### src/rtl/host_bus_pkg.sv
package host_bus_pkg;
  typedef enum logic [2:0] {
    ST_IDLE,
    ST_REG,
    ST_WAIT,
    ST_ISSUE,
    ST_CAPT,
    ST_ACK
  } acc_state_e;

  localparam int unsigned MODE_BIT = 0;  // reg 0: 0 connection, 1 data memory
endpackage

### src/rtl/sync_2ff.sv
module sync_2ff #(
  parameter int unsigned W       = 1,
  parameter logic [W-1:0] RST_VAL = '0
) (
  input  logic         clk_i,
  input  logic         rst_ni,
  input  logic [W-1:0] d_i,
  output logic [W-1:0] q_o
);
  logic [W-1:0] meta_q, sync_q;

  always_ff @(posedge clk_i or negedge rst_ni) begin
    if (!rst_ni) begin
      meta_q <= RST_VAL;
      sync_q <= RST_VAL;
    end else begin
      meta_q <= d_i;
      sync_q <= meta_q;
    end
  end

  assign q_o = sync_q;
endmodule

### src/rtl/mclk_watchdog.sv
module mclk_watchdog #(
  parameter int unsigned WDOG_CYCLES = 8
) (
  input  logic clk_i,
  input  logic rst_ni,
  input  logic mclk_i,
  input  logic arm_i,
  output logic edge_o,
  output logic expired_o
);
  localparam int unsigned CW = $clog2(WDOG_CYCLES + 1);

  logic         mclk_s, mclk_prev_q;
  logic [CW-1:0] cnt_q;

  sync_2ff #(.W(1), .RST_VAL(1'b0)) i_sync_mclk (
    .clk_i (clk_i),
    .rst_ni(rst_ni),
    .d_i   (mclk_i),
    .q_o   (mclk_s)
  );

  always_ff @(posedge clk_i or negedge rst_ni) begin
    if (!rst_ni) mclk_prev_q <= 1'b0;
    else         mclk_prev_q <= mclk_s;
  end

  assign edge_o    = mclk_s ^ mclk_prev_q;
  assign expired_o = (cnt_q == CW'(WDOG_CYCLES));

  always_ff @(posedge clk_i or negedge rst_ni) begin
    if (!rst_ni)         cnt_q <= '0;
    else if (!arm_i)     cnt_q <= '0;
    else if (!expired_o) cnt_q <= cnt_q + 1'b1;
  end
endmodule

### src/rtl/host_regs.sv
module host_regs #(
  parameter int unsigned DW       = 16,
  parameter int unsigned NUM_REGS = 4
) (
  input  logic                        clk_i,
  input  logic                        rst_ni,
  input  logic                        we_i,
  input  logic [$clog2(NUM_REGS)-1:0] idx_i,
  input  logic [DW-1:0]               wdata_i,
  output logic [DW-1:0]               rdata_o,
  output logic                        mode_o
);
  logic [DW-1:0] regs_q [NUM_REGS];

  for (genvar g = 0; g < NUM_REGS; g++) begin : g_reg
    always_ff @(posedge clk_i or negedge rst_ni) begin
      if (!rst_ni)                             regs_q[g] <= '0;
      else if (we_i && idx_i == g[$clog2(NUM_REGS)-1:0]) regs_q[g] <= wdata_i;
    end
  end

  assign rdata_o = regs_q[idx_i];
  assign mode_o  = regs_q[0][host_bus_pkg::MODE_BIT];
endmodule

### src/rtl/host_bus_slave.sv
module host_bus_slave
  import host_bus_pkg::*;
#(
  parameter int unsigned DW          = 16,
  parameter int unsigned AW          = 15,
  parameter int unsigned NUM_REGS    = 4,
  parameter int unsigned WDOG_CYCLES = 8
) (
  input  logic          clk_i,
  input  logic          rst_ni,
  input  logic          mclk_i,
  input  logic          cs_ni,
  input  logic          ds_ni,
  input  logic          rw_i,
  input  logic [AW-1:0] addr_i,
  input  logic [DW-1:0] data_i,
  output logic [DW-1:0] data_o,
  output logic          data_oe_o,
  output logic          dta_no,
  output logic          rd_invalid_o,
  output logic          mem_req_o,
  output logic          mem_we_o,
  output logic [1:0]    mem_sel_o,
  output logic [AW-3:0] mem_addr_o,
  output logic [DW-1:0] mem_wdata_o,
  input  logic [DW-1:0] mem_rdata_i
);
  localparam int unsigned MEM_AW = AW - 2;
  localparam int unsigned REG_AW = $clog2(NUM_REGS);

  acc_state_e    state_q;
  logic [AW-2:0] addr_q;    // bit 14 consumed by decode
  logic          rd_q, inv_q;
  logic [DW-1:0] wdata_q, rdata_q, reg_rdata;
  logic [1:0]    strb_s;
  logic          cs_act, ds_act, mode, mclk_edge, wdog_exp;

  sync_2ff #(.W(2), .RST_VAL(2'b11)) i_sync_strb (
    .clk_i (clk_i),
    .rst_ni(rst_ni),
    .d_i   ({cs_ni, ds_ni}),
    .q_o   (strb_s)
  );
  assign cs_act = ~strb_s[1];
  assign ds_act = ~strb_s[0];

  mclk_watchdog #(.WDOG_CYCLES(WDOG_CYCLES)) i_wdog (
    .clk_i    (clk_i),
    .rst_ni   (rst_ni),
    .mclk_i   (mclk_i),
    .arm_i    (state_q == ST_WAIT),
    .edge_o   (mclk_edge),
    .expired_o(wdog_exp)
  );

  host_regs #(.DW(DW), .NUM_REGS(NUM_REGS)) i_regs (
    .clk_i  (clk_i),
    .rst_ni (rst_ni),
    .we_i   (state_q == ST_REG && !rd_q),
    .idx_i  (addr_q[REG_AW-1:0]),
    .wdata_i(wdata_q),
    .rdata_o(reg_rdata),
    .mode_o (mode)
  );

  always_ff @(posedge clk_i or negedge rst_ni) begin
    if (!rst_ni) begin
      state_q <= ST_IDLE;
      addr_q  <= '0;
      rd_q    <= 1'b0;
      inv_q   <= 1'b0;
      wdata_q <= '0;
      rdata_q <= '0;
    end else begin
      unique case (state_q)
        ST_IDLE: if (cs_act && ds_act) begin
          addr_q  <= addr_i[AW-2:0];
          rd_q    <= rw_i;
          wdata_q <= data_i;
          inv_q   <= 1'b0;
          state_q <= addr_i[AW-1] ? ST_WAIT : ST_REG;
        end
        ST_REG: begin
          if (rd_q) rdata_q <= reg_rdata;
          state_q <= ST_ACK;
        end
        ST_WAIT: begin
          if (mclk_edge) begin
            // data memories take no host writes
            state_q <= (!rd_q && mode) ? ST_ACK : ST_ISSUE;
          end else if (wdog_exp) begin
            rdata_q <= '0;
            inv_q   <= rd_q;
            state_q <= ST_ACK;
          end
        end
        ST_ISSUE: state_q <= rd_q ? ST_CAPT : ST_ACK;
        ST_CAPT: begin
          rdata_q <= mem_rdata_i;
          state_q <= ST_ACK;
        end
        ST_ACK: if (!cs_act && !ds_act) state_q <= ST_IDLE;
        default: state_q <= ST_IDLE;
      endcase
    end
  end

  assign dta_no       = (state_q != ST_ACK);
  assign data_oe_o    = (state_q == ST_ACK) && rd_q;
  assign rd_invalid_o = (state_q == ST_ACK) && inv_q;
  assign data_o       = rdata_q;

  assign mem_req_o    = (state_q == ST_ISSUE);
  assign mem_we_o     = !rd_q;
  assign mem_sel_o    = {addr_q[AW-2], mode};
  assign mem_addr_o   = addr_q[MEM_AW-1:0];
  assign mem_wdata_o  = wdata_q;
endmodule

### config.mk
export PLATFORM = sky130hd
export DESIGN_NAME = host_bus_slave
export DESIGN_NICKNAME = d
export VERILOG_FILES = /design/src/rtl/host_bus_pkg.sv /design/src/rtl/sync_2ff.sv /design/src/rtl/mclk_watchdog.sv /design/src/rtl/host_regs.sv /design/src/rtl/host_bus_slave.sv
export SDC_FILE = /design/constraint.sdc
export NUM_CORES = 1
export LEC_CHECK = 0
export BUFFER_PORTS_ARGS = -buffer_cell sky130_fd_sc_hd__buf_4
export CAP_MARGIN = 20
export CORE_MARGIN = 4
export CORE_UTILIZATION = 40
export CTS_BUF_LIST = sky130_fd_sc_hd__clkbuf_4 sky130_fd_sc_hd__clkbuf_8 sky130_fd_sc_hd__clkbuf_16
export DETAILED_ROUTE_END_ITERATION = 8
export GPL_ROUTABILITY_DRIVEN = 0
export PLACE_DENSITY = 0.69
export SLEW_MARGIN = 20
export SYNTH_ARGS = -nofsm -noshare
export SYNTH_HDL_FRONTEND = slang
export SYNTH_SLANG_ARGS = --single-unit
export TNS_END_PERCENT = 10
### constraint.sdc
create_clock -name clk_i -period 2.1 [get_ports clk_i]
set_input_delay 0.21 -clock clk_i [delete_from_list [all_inputs] [get_ports clk_i]]
set_output_delay 0.21 -clock clk_i [all_outputs]
set_load 0.03 [all_outputs]
==> impl_metrics.xml, run 1 <==
<?xml version="1.0" encoding="UTF-8"?>
<metrics>
  <group name="global_routing">
    <metric name="antenna_found_initial" unit="">0</metric>
    <metric name="track_usage" unit="">0.162</metric>
    <metric name="wire_length_of_the_first_global_routing_pass" unit="mm">19.9</metric>
    <metric name="first_global_vias" unit="">3794</metric>
    <metric name="grt_max_degree" unit="">127</metric>
    <metric name="overflow" unit="">0</metric>
  </group>
  <group name="power">
    <metric name="power_frac_seq" unit="">0.341</metric>
    <metric name="intPower" unit="mW">7.50</metric>
    <metric name="peakVddDrop" unit="mV">0.629</metric>
    <metric name="pwr_density_cell" unit="nW/um^2">1550</metric>
    <metric name="cell_leakage_power" unit="nW">3.48</metric>
    <metric name="power.share.switching" unit="">0.335</metric>
    <metric name="power.net_switching" unit="mW">3.78</metric>
    <metric name="power.share.combinational" unit="">0.349</metric>
    <metric name="share_clk_of_total_power" unit="">0.309</metric>
  </group>
  <group name="route">
    <metric name="wl" unit="mm">12.2</metric>
    <metric name="drt_iter0_drc" unit="">303</metric>
    <metric name="routed_wire_length_per_instance" unit="um">17.4</metric>
    <metric name="viasPerCell" unit="">5.14</metric>
    <metric name="drt_pre_antenna_iters" unit="">4</metric>
    <metric name="count_of_vias_placed_by_the_detailed_router" unit="">3595</metric>
    <metric name="drcViolationCount" unit="">0</metric>
    <metric name="postRouteAntennaNets" unit="">0</metric>
  </group>
  <group name="setup_path">
    <metric name="path_cells" unit="">nor2b_2, nor3b_2, or3b_1, buf_4, mux2_4</metric>
    <metric name="setup.worst_path.end_class" unit="">register</metric>
    <metric name="crit_path_top_delay_cell" unit="">or3b_1</metric>
    <metric name="reg2reg_depth" unit="">5</metric>
    <metric name="worst-setup-path-type" unit="">reg2reg</metric>
    <metric name="path_depth" unit="">5</metric>
    <metric name="crit-reg2reg-capture" unit="">i_regs.regs_q[60]</metric>
    <metric name="cp-start-kind" unit="">register</metric>
    <metric name="arrival" unit="ns">2.18</metric>
    <metric name="rr_startpoint" unit="">state_q[1]</metric>
    <metric name="crit_required" unit="ns">2.39</metric>
    <metric name="cpPeakStageDelay" unit="ns">0.39</metric>
    <metric name="critical_path.top_delay_family" unit="">simple AND/OR/NAND/NOR gates</metric>
    <metric name="highest_net_fanout_along_the_worst_path" unit="">16</metric>
    <metric name="crit_start" unit="">state_q[1]</metric>
    <metric name="critical_path.n_buffers_inverters" unit="">1</metric>
    <metric name="endpoint" unit="">i_regs.regs_q[60]</metric>
    <metric name="r2r_slack" unit="ns">0.21</metric>
  </group>
  <group name="synthesis">
    <metric name="synth_top_flop_cell" unit="">dfrtp_1</metric>
    <metric name="synth.cell_area" unit="sq um">5490</metric>
    <metric name="netlist.area_leader.share" unit="">0.557</metric>
    <metric name="post_syn_nets" unit="">447</metric>
    <metric name="synth.ff_latch_count" unit="">126</metric>
    <metric name="synth.yosys.warnings" unit="">0</metric>
    <metric name="ys_async_sr_fraction" unit="">1.00</metric>
    <metric name="synth.distinct_cells" unit="">42</metric>
    <metric name="postSynthAreaPerCell" unit="sq um">14.0</metric>
    <metric name="yosysMostFrequentCell" unit="">dfrtp_1</metric>
    <metric name="ys_top_cells_by_area" unit="">dfrtp_1 56%, mux2_2 17%, mux4_2 6.6%, mux2_4 2.7%, dfstp_2 1.9%</metric>
    <metric name="synth_commonest_cells" unit="">122 x dfrtp_1, 82 x mux2_2, 22 x nand2_1</metric>
    <metric name="synth_top_cell_by_area" unit="">dfrtp_1</metric>
    <metric name="number_of_enable_type_register_cells_in_the_synthesized_netlist" unit="">0</metric>
    <metric name="postSynthCellCount" unit="">392</metric>
    <metric name="synth.yosys.seq_area_share" unit="">0.576</metric>
  </group>
  <group name="status">
    <metric name="result_of_the_run" unit="">completed</metric>
  </group>
  <group name="cts">
    <metric name="clock_latency" unit="ns">0.41</metric>
    <metric name="clock_tree_buffer_depth" unit="">2</metric>
    <metric name="path_clk_slew" unit="ns">0.06</metric>
    <metric name="cts_num_sinks" unit="">126</metric>
    <metric name="post_cts.repair.setup_buffers" unit="">0</metric>
    <metric name="tritoncts.num_buffers" unit="">17</metric>
    <metric name="tritoncts" unit="">done</metric>
    <metric name="cts_root_cell" unit="">clkbuf_16</metric>
    <metric name="htree_levels" unit="">4</metric>
  </group>
  <group name="cells_and_area">
    <metric name="post_route_cells_drive_above_1_share" unit="">0.523</metric>
    <metric name="areaGrowthSynthToFinish" unit="%">32.8</metric>
    <metric name="regArea" unit="sq um">3160</metric>
    <metric name="layout.core_utilization" unit="">0.546</metric>
    <metric name="num-nets-final" unit="">566</metric>
    <metric name="multi_input_area" unit="sq um">2190</metric>
    <metric name="num-fill-cells" unit="">1100</metric>
    <metric name="antenna-diode-count" unit="">0</metric>
  </group>
  <group name="sta">
    <metric name="worstMarginPinSlew" unit="ns">0.699</metric>
    <metric name="layout_min_cycle_time" unit="ns">1.89</metric>
    <metric name="final-hold-violation-count" unit="">0</metric>
    <metric name="clock-skew-final" unit="ns">0.00659</metric>
    <metric name="grt_setup_unrepaired" unit="">false</metric>
    <metric name="fin_crit_sh" unit="">0.900</metric>
    <metric name="finalSetupViolCount" unit="">0</metric>
    <metric name="max_slew_margin" unit="">0.534</metric>
    <metric name="report.final.slew_viol_count" unit="">0</metric>
    <metric name="fin_setup_tns" unit="ns">0</metric>
    <metric name="maximum_achievable_frequency" unit="MHz">529</metric>
  </group>
  <group name="floorplan">
    <metric name="initial_core_util" unit="">0.411</metric>
    <metric name="dieArea" unit="sq um">15700</metric>
    <metric name="num_io_pins" unit="">105</metric>
    <metric name="rows" unit="">42</metric>
    <metric name="fp.coreArea" unit="sq um">13300</metric>
    <metric name="chipWidth" unit="um">125</metric>
    <metric name="die-height" unit="um">125</metric>
  </group>
  <group name="placement">
    <metric name="place.port_buffers" unit="">104</metric>
    <metric name="hpwlAfterDp" unit="mm">8.21</metric>
  </group>
  <group name="min_path">
    <metric name="hp-class" unit="">in2reg</metric>
  </group>
  <group name="job">
    <metric name="timing.max_cap.violations" unit="">0</metric>
  </group>
</metrics>
[area by class of cell]
type | instances | share of cell area
Inverter | 3 | 0.00155
Timing Repair Buffer | 128 | 0.137
Tap cell | 176 | 0.0302
Clock buffer | 19 | 0.0622
Multi-Input combinational cell | 235 | 0.301
Sequential cell | 126 | 0.433
Clock inverter | 13 | 0.0354
[metal layers]
metal / vias to the layer above / part of all wire / GRT usage
met2: 115 / 0.50 / 0.265
li1: 1668 / - / -
met4: 0 / 0.011 / 0.0580
met1: 1801 / 0.43 / 0.209
met3: 11 / 0.056 / 0.0439
met5: - / 0 / 0
[cell families (layout without fill, tap and decap cells)]
group	count (synthesis)	in the layout	share of synthesized area
buffers and inverters	31	163	0.0267
XOR/XNOR	6	6	0.00958
multiplexers	111	111	0.267
flip-flops	126	126	0.576
adder cells (fa/ha/maj)	2	2	0.00456
AO/OA/AOI/OAI	60	60	0.0620
AND/OR/NAND/NOR	56	56	0.0541
[power by group through the flow]
stage          Clock, mW  Combinational, mW  Sequential, mW
6_report            3.49               3.94            3.85
5_1_grt             3.68               4.23            3.98
4_1_cts             3.56               3.99            3.86
3_5_place_dp           0               3.98            3.89
3_3_place_gp           0               3.89            3.84
2_1_floorplan          0               1.87            4.47
[cell usage in the layout (no fill, tap or decap), types with 2 or more instances in the layout]
| cell | synthesis | final |
|---|---|---|
| a21oi_1 | 17 | 17 |
| a31oi_1 | 16 | 16 |
| and3_1 | 2 | 2 |
| and3b_1 | 2 | 2 |
| buf_12 | 0 | 2 |
| buf_4 | 1 | 122 |
| bufinv_16 | 0 | 7 |
| clkbuf_16 | 0 | 17 |
| clkbuf_8 | 0 | 2 |
| clkinv_4 | 0 | 2 |
| dfrtp_1 | 122 | 122 |
| dfstp_2 | 4 | 4 |
| dlygate4sd3_1 | 0 | 4 |
| ha_1 | 2 | 2 |
| inv_1 | 3 | 3 |
| inv_6 | 0 | 2 |
| mux2_1 | 2 | 2 |
| mux2_2 | 82 | 82 |
| mux2_4 | 10 | 10 |
| mux4_2 | 16 | 16 |
| nand2_1 | 22 | 22 |
| nand2b_1 | 3 | 3 |
| nand3_1 | 3 | 3 |
| nand3b_1 | 4 | 4 |
| nor2_1 | 9 | 9 |
| nor3_1 | 2 | 2 |
| o21ai_0 | 20 | 20 |
| or2_2 | 2 | 2 |
| xnor2_1 | 3 | 3 |
| xor2_1 | 3 | 3 |
[sequential cells by signal (all words and copies together), names as in the netlist]
name	count
inv_q	1
i_wdog.cnt_q	4
i_wdog.mclk_prev_q	1
state_q	3
rd_q	1
addr_q	14
i_wdog.i_sync_mclk.meta_q	1
data_o	16
i_sync_strb.meta_q	2
i_regs.regs_q	63
i_regs.mode_o	1
i_sync_strb.q_o	2
mem_wdata_o	16
i_wdog.i_sync_mclk.q_o	1
[worst register-to-register path, cell delays in order, from the launching register on]
cell	delay, ns
dfrtp_1	0.38
nor2b_2	0.13
nor3b_2	0.29
or3b_1	0.39
buf_4	0.24
mux2_4	0.34
[stage by stage]
stage	instances	hold slack [ns]	cell area (sq um)	worst slack [ns]	total power, mW
floorplan	392	-0.0856	5490	0.203	6.34
global placement	664	0.321	6540	0.306	7.73
detailed placement	664	0.319	6540	0.218	7.87
CTS	700	0.00168	7290	0.207	11.4
global route	700	0.00554	7290	0.0848	11.9
finish	700	0.0134	7290	0.211	11.3
[worst min path at each step]
| stage | from | end | slack [ns] | cells after the start |
|---|---|---|---|---|
| 2_1_floorplan | rst_ni | addr_q[0] | -0.09 | 0 |
| 3_3_place_gp | ds_ni | i_sync_strb.meta_q[0] | 0.32 | 1 |
| 3_5_place_dp | ds_ni | i_sync_strb.meta_q[0] | 0.32 | 1 |
| 4_1_cts | rw_i | rd_q | 0.002 | 3 |
| 5_1_grt | data_i[7] | mem_wdata_o[7] | 0.006 | 2 |
| 6_report | rw_i | rd_q | 0.01 | 3 |
[timing repair]
action | 4_1_cts | 5_1_grt
hold endpoints to repair | 125 | 0
gates resized for setup | 0 | 0
hold buffers | 4 | 0
No activity file was read; power rests on OpenSTA's default activity.
==> run 2: changes to the inputs <==
--- a/config.mk
+++ b/config.mk
@@ -13,6 +13,7 @@
 export DETAILED_ROUTE_END_ITERATION = 8
 export GPL_ROUTABILITY_DRIVEN = 0
 export PLACE_DENSITY = 0.69
+export RECOVER_POWER = 25
 export SLEW_MARGIN = 20
 export SYNTH_ARGS = -nofsm -noshare
 export SYNTH_HDL_FRONTEND = slang
==> impl_metrics.xml, run 2 (synthesis results as in run 1) <==
<?xml version="1.0" encoding="UTF-8"?>
<metrics>
  <group name="cells_and_area">
    <metric name="layout.core_utilization" unit="">0.545</metric>
    <metric name="antenna-diode-count" unit="">0</metric>
    <metric name="areaGrowthSynthToFinish" unit="%">32.7</metric>
    <metric name="register_ranked_first_by_flip_flop_count" unit="">i_regs.regs_q</metric>
    <metric name="post_route_cells_drive_above_1_share" unit="">0.523</metric>
    <metric name="most_common_library_cell_in_the_layout_ignoring_fill_and_taps" unit="">dfrtp_1</metric>
    <metric name="most-common-layout-cells" unit="">122 x dfrtp_1, 118 x buf_4, 82 x mux2_2</metric>
    <metric name="num-nets-final" unit="">566</metric>
    <metric name="flip_flop_count_of_the_largest_register_after_layout" unit="">63</metric>
  </group>
  <group name="min_path">
    <metric name="holdPathEnd" unit="">rd_q</metric>
    <metric name="hp-class" unit="">in2reg</metric>
    <metric name="worstHoldStart" unit="">rw_i</metric>
    <metric name="hold-path-cell-count" unit="">3</metric>
  </group>
  <group name="floorplan">
    <metric name="chipWidth" unit="um">125</metric>
    <metric name="num_io_pins" unit="">105</metric>
    <metric name="fp.coreArea" unit="sq um">13300</metric>
    <metric name="dieArea" unit="sq um">15700</metric>
    <metric name="rows" unit="">42</metric>
    <metric name="die-height" unit="um">125</metric>
    <metric name="initial_core_util" unit="">0.411</metric>
  </group>
  <group name="setup_path">
    <metric name="rr_startpoint" unit="">state_q[1]</metric>
    <metric name="crit_path_top_delay_cell" unit="">or3b_1</metric>
    <metric name="path_cells" unit="">nor2b_2, nor3b_2, or3b_1, buf_4, mux2_4</metric>
    <metric name="crit_required" unit="ns">2.39</metric>
    <metric name="cpPeakStageDelay" unit="ns">0.39</metric>
    <metric name="reg2reg_depth" unit="">5</metric>
    <metric name="critical_path.n_buffers_inverters" unit="">1</metric>
    <metric name="critical_path.top_delay_family" unit="">simple AND/OR/NAND/NOR gates</metric>
    <metric name="path_depth" unit="">5</metric>
    <metric name="setup.worst_path.end_class" unit="">register</metric>
    <metric name="crit-reg2reg-capture" unit="">i_regs.regs_q[60]</metric>
    <metric name="highest_net_fanout_along_the_worst_path" unit="">16</metric>
    <metric name="cp-start-kind" unit="">register</metric>
    <metric name="arrival" unit="ns">2.18</metric>
    <metric name="worst-setup-path-type" unit="">reg2reg</metric>
    <metric name="r2r_slack" unit="ns">0.21</metric>
  </group>
  <group name="power">
    <metric name="power.share.switching" unit="">0.335</metric>
    <metric name="intPower" unit="mW">7.50</metric>
    <metric name="peakVddDrop" unit="mV">0.629</metric>
    <metric name="pwr_density_cell" unit="nW/um^2">1550</metric>
    <metric name="share_clk_of_total_power" unit="">0.309</metric>
    <metric name="power_frac_seq" unit="">0.341</metric>
    <metric name="power" unit="mW">11.3</metric>
    <metric name="power.net_switching" unit="mW">3.78</metric>
    <metric name="cell_leakage_power" unit="nW">3.47</metric>
    <metric name="power.share.combinational" unit="">0.350</metric>
  </group>
  <group name="cts">
    <metric name="path_clk_slew" unit="ns">0.06</metric>
    <metric name="cts_repair_resize_count" unit="">0</metric>
    <metric name="tritoncts.num_buffers" unit="">17</metric>
    <metric name="clock_tree_buffer_depth" unit="">2</metric>
    <metric name="cts_num_sinks" unit="">126</metric>
    <metric name="cts_root_cell" unit="">clkbuf_16</metric>
    <metric name="clock_latency" unit="ns">0.41</metric>
    <metric name="tritoncts" unit="">done</metric>
    <metric name="htree_levels" unit="">4</metric>
  </group>
  <group name="route">
    <metric name="drt_pre_antenna_iters" unit="">4</metric>
    <metric name="drcViolationCount" unit="">0</metric>
    <metric name="wl" unit="mm">12.2</metric>
    <metric name="postRouteAntennaNets" unit="">0</metric>
    <metric name="count_of_vias_placed_by_the_detailed_router" unit="">3577</metric>
    <metric name="routed_wire_length_per_instance" unit="um">17.4</metric>
    <metric name="viasPerCell" unit="">5.11</metric>
    <metric name="drt_iter0_drc" unit="">284</metric>
  </group>
  <group name="sta">
    <metric name="worstMarginPinSlew" unit="ns">1.16</metric>
    <metric name="layout_setup_ws" unit="ns">0.210</metric>
    <metric name="max_slew_margin" unit="">0.226</metric>
    <metric name="fin_setup_tns" unit="ns">0</metric>
    <metric name="fin_crit_sh" unit="">0.900</metric>
    <metric name="maximum_achievable_frequency" unit="MHz">529</metric>
    <metric name="finalSetupViolCount" unit="">0</metric>
    <metric name="layout_min_cycle_time" unit="ns">1.89</metric>
    <metric name="final-hold-violation-count" unit="">0</metric>
    <metric name="report.final.slew_viol_count" unit="">0</metric>
    <metric name="clock-skew-final" unit="ns">0.00658</metric>
    <metric name="fin_hold_ws" unit="ns">0.0134</metric>
    <metric name="grt_setup_unrepaired" unit="">false</metric>
  </group>
  <group name="global_routing">
    <metric name="antenna_found_initial" unit="">0</metric>
    <metric name="overflow" unit="">0</metric>
    <metric name="grt_max_degree" unit="">127</metric>
    <metric name="first_global_vias" unit="">3794</metric>
    <metric name="track_usage" unit="">0.162</metric>
    <metric name="wire_length_of_the_first_global_routing_pass" unit="mm">19.9</metric>
  </group>
  <group name="placement">
    <metric name="place.port_buffers" unit="">104</metric>
    <metric name="post-place-ws" unit="ns">0.218</metric>
    <metric name="hpwlAfterDp" unit="mm">8.21</metric>
  </group>
  <group name="job">
    <metric name="timing.max_cap.violations" unit="">0</metric>
  </group>
  <group name="status">
    <metric name="result_of_the_run" unit="">completed</metric>
  </group>
</metrics>
## run 2: changes by cell type in the layout (fill, tap and decap cells not counted)
cell,previous run,this run
buf_4,122,118
clkbuf_4,0,4
buf_12,2,1
buf_6,0,1
## run 2: cell type report
cell class	instances	area [sq um]
fillers	1102	6070
flip-flops and latches	126	3160
multi-input cells	235	2190
repair buffers	128	987
clock buffers	19	453
clock inverters	13	258
well taps	176	220
inverters	3	11.3
## run 2: power by group through the flow
stage	Combinational, mW	Clock [mW]	Sequential, mW
finish	3.94	3.49	3.85
global route	4.23	3.68	3.98
CTS	3.99	3.56	3.86
detailed placement	3.98	0	3.89
global placement	3.89	0	3.84
floorplan	1.87	0	4.47
## run 2: stage by stage
step / instance area [sq um] / instances
5_1_grt: 7280 / 700
2_1_floorplan: 5490 / 392
4_1_cts: 7290 / 700
3_3_place_gp: 6540 / 664
3_5_place_dp: 6540 / 664
6_report: 7280 / 700
## run 2: how the worst max path moves through the flow
stage	to	slack, ns	from
finish	i_regs.regs_q[60]	0.21	state_q[1]
CTS	i_regs.regs_q[60]	0.21	state_q[1]
floorplan	i_regs.regs_q[53]	0.20	state_q[1]
detailed placement	i_regs.regs_q[60]	0.22	state_q[1]
global route	i_regs.regs_q[60]	0.08	state_q[1]
global placement	i_regs.regs_q[55]	0.31	state_q[1]
## run 2: timing repair
item | CTS | global route
hold buffers | 4 | 0
endpoints found under the hold margin | 125 | 0
buffers inserted | 0 | 0
## run 2: worst register-to-register path: cells and delay by family, from the launching register on
kind | cells | cell delay (ns)
simple gates | 3 | 0.82
flops | 1 | 0.38
buf+inv | 1 | 0.24
mux | 1 | 0.34
## run 2: per-layer routing
metal | part of all wire | GRT usage | up-vias
met1 | 0.44 | 0.209 | 1798
met4 | 0.011 | 0.0580 | 0
li1 | - | - | 1670
met3 | 0.050 | 0.0439 | 11
met2 | 0.50 | 0.265 | 98
met5 | 0 | 0 | -
==> run 3: changes to the inputs <==
--- a/config.mk
+++ b/config.mk
@@ -12,7 +12,7 @@
 export CTS_BUF_LIST = sky130_fd_sc_hd__clkbuf_4 sky130_fd_sc_hd__clkbuf_8 sky130_fd_sc_hd__clkbuf_16
 export DETAILED_ROUTE_END_ITERATION = 8
 export GPL_ROUTABILITY_DRIVEN = 0
-export PLACE_DENSITY = 0.69
+export PLACE_DENSITY_LB_ADDON = 0.15
 export RECOVER_POWER = 25
 export SLEW_MARGIN = 20
 export SYNTH_ARGS = -nofsm -noshare
==> impl_metrics.xml, run 3 (synthesis results as in run 1) <==
<?xml version="1.0" encoding="UTF-8"?>
<metrics>
  <group name="status">
    <metric name="result_of_the_run" unit="">completed</metric>
  </group>
  <group name="floorplan">
    <metric name="initial_core_util" unit="">0.411</metric>
    <metric name="die-height" unit="um">125</metric>
    <metric name="fp.coreArea" unit="sq um">13300</metric>
    <metric name="rows" unit="">42</metric>
    <metric name="chipWidth" unit="um">125</metric>
    <metric name="dieArea" unit="sq um">15700</metric>
    <metric name="num_io_pins" unit="">105</metric>
  </group>
  <group name="placement">
    <metric name="place.port_buffers" unit="">104</metric>
    <metric name="dp_cells" unit="">667</metric>
    <metric name="hpwlAfterDp" unit="mm">8.74</metric>
  </group>
  <group name="sta">
    <metric name="layout_min_cycle_time" unit="ns">1.87</metric>
    <metric name="worstMarginPinSlew" unit="ns">0.964</metric>
    <metric name="max_slew_margin" unit="">0.357</metric>
    <metric name="finalSetupViolCount" unit="">0</metric>
    <metric name="fin_crit_sh" unit="">0.892</metric>
    <metric name="grt_setup_unrepaired" unit="">false</metric>
    <metric name="final-hold-violation-count" unit="">0</metric>
    <metric name="clock-skew-final" unit="ns">0.00726</metric>
    <metric name="report.final.slew_viol_count" unit="">0</metric>
    <metric name="fin_setup_tns" unit="ns">0</metric>
    <metric name="maximum_achievable_frequency" unit="MHz">534</metric>
    <metric name="fin_hold_ws" unit="ns">0.0220</metric>
  </group>
  <group name="global_routing">
    <metric name="first_global_vias" unit="">3783</metric>
    <metric name="grt_max_degree" unit="">52</metric>
    <metric name="antenna_found_initial" unit="">0</metric>
    <metric name="wire_length_of_the_first_global_routing_pass" unit="mm">19.9</metric>
    <metric name="overflow" unit="">0</metric>
    <metric name="track_usage" unit="">0.162</metric>
  </group>
  <group name="cells_and_area">
    <metric name="most_common_library_cell_in_the_layout_ignoring_fill_and_taps" unit="">dfrtp_1</metric>
    <metric name="post_route_cells_drive_above_1_share" unit="">0.524</metric>
    <metric name="antenna-diode-count" unit="">0</metric>
    <metric name="register_ranked_first_by_flip_flop_count" unit="">i_regs.regs_q</metric>
    <metric name="most-common-layout-cells" unit="">122 x dfrtp_1, 120 x buf_4, 82 x mux2_2</metric>
    <metric name="stdcell_count" unit="">703</metric>
    <metric name="areaGrowthSynthToFinish" unit="%">30.5</metric>
    <metric name="flip_flop_count_of_the_largest_register_after_layout" unit="">63</metric>
    <metric name="num-nets-final" unit="">570</metric>
  </group>
  <group name="setup_path">
    <metric name="worst-setup-path-type" unit="">reg2reg</metric>
    <metric name="crit_required" unit="ns">2.39</metric>
    <metric name="setup.worst_path.end_class" unit="">register</metric>
    <metric name="cp-start-kind" unit="">register</metric>
    <metric name="highest_net_fanout_along_the_worst_path" unit="">11</metric>
    <metric name="reg2reg_depth" unit="">5</metric>
    <metric name="arrival" unit="ns">2.16</metric>
  </group>
  <group name="route">
    <metric name="drt_iter0_drc" unit="">184</metric>
    <metric name="drcViolationCount" unit="">0</metric>
    <metric name="postRouteAntennaNets" unit="">0</metric>
    <metric name="routed_wire_length_per_instance" unit="um">17.4</metric>
    <metric name="count_of_vias_placed_by_the_detailed_router" unit="">3548</metric>
    <metric name="drt_pre_antenna_iters" unit="">4</metric>
    <metric name="wl" unit="mm">12.2</metric>
    <metric name="viasPerCell" unit="">5.05</metric>
  </group>
  <group name="power">
    <metric name="peakVddDrop" unit="mV">0.620</metric>
    <metric name="cell_leakage_power" unit="nW">3.43</metric>
    <metric name="pwr_density_cell" unit="nW/um^2">1460</metric>
  </group>
  <group name="cts">
    <metric name="clock_tree_buffer_depth" unit="">2</metric>
    <metric name="cts_num_sinks" unit="">126</metric>
    <metric name="path_clk_slew" unit="ns">0.05</metric>
    <metric name="cts_root_cell" unit="">clkbuf_16</metric>
    <metric name="clock_latency" unit="ns">0.41</metric>
    <metric name="htree_levels" unit="">4</metric>
    <metric name="tritoncts" unit="">done</metric>
    <metric name="tritoncts.num_buffers" unit="">17</metric>
  </group>
  <group name="job">
    <metric name="timing.max_cap.violations" unit="">0</metric>
  </group>
  <group name="min_path">
    <metric name="hold-path-cell-count" unit="">2</metric>
    <metric name="hp-class" unit="">in2reg</metric>
  </group>
</metrics>
[run 3: worst max-delay path, stage by stage, from the launching register on]
cell and delay (ns):
dfrtp_1 0.39, nor2b_2 0.15, nor3b_2 0.28, or3b_1 0.40
buf_4 0.22, mux2_4 0.31
[run 3: where the power goes]
| group | total, mW | switching, mW | internal [mW] | leakage (nW) |
|---|---|---|---|---|
| clock | 2.69 | 0.957 | 1.73 | 0.286 |
| combinational | 3.90 | 2.09 | 1.81 | 1.50 |
| sequential | 3.85 | 0.601 | 3.24 | 1.64 |
| total | 10.4 | 3.65 | 6.78 | 3.43 |
[run 3: metal layers]
| layer | vias up | track usage | share of wire |
|---|---|---|---|
| met3 | 18 | 0.0350 | 0.046 |
| li1 | 1678 | - | - |
| met5 | - | 0 | 0 |
| met2 | 87 | 0.258 | 0.48 |
| met4 | 0 | 0.0657 | 0.015 |
| met1 | 1765 | 0.217 | 0.45 |
[run 3: path summary, 6_finish.rpt]
check	startpoint	to	slack, ns
hold reg to reg	i_wdog.i_sync_mclk.meta_q	i_wdog.i_sync_mclk.q_o	0.35
max in group asynchronous	rst_ni	data_o[13]	0.42
setup reg to reg	state_q[1]	i_regs.regs_q[61]	0.23
min in group asynchronous	rst_ni	i_regs.regs_q[26]	0.50
setup / recovery	state_q[1]	i_regs.regs_q[61]	0.23
hold / removal	addr_i[6]	addr_q[6]	0.02
[run 3: area by class of cell]
type	instances	area, sq um
Sequential cell	126	3160
Multi-Input combinational cell	235	2190
Clock inverter	8	65.1
Tap cell	176	220
Inverter	3	11.3
Timing Repair Buffer	132	1030
Clock buffer	23	489
Fill cell	1190	6190
[run 3: per-stage QoR]
step | utilization | cell area [sq um] | total power [mW] | setup WS [ns]
2_1_floorplan | - | 5490 | 6.34 | 0.203
3_3_place_gp | 0.492 | 6570 | 7.72 | 0.311
3_5_place_dp | 0.492 | 6570 | 7.84 | 0.224
4_1_cts | 0.537 | 7170 | 10.6 | 0.214
5_1_grt | 0.536 | 7160 | 11.0 | 0.111
6_report | 0.536 | 7160 | 10.4 | 0.227
[run 3: repair_timing]
action                    4_1_cts  5_1_grt
hold endpoints to repair       39        0
gates resized for setup         0        0
buffers inserted                0        0
hold buffers                    5        0
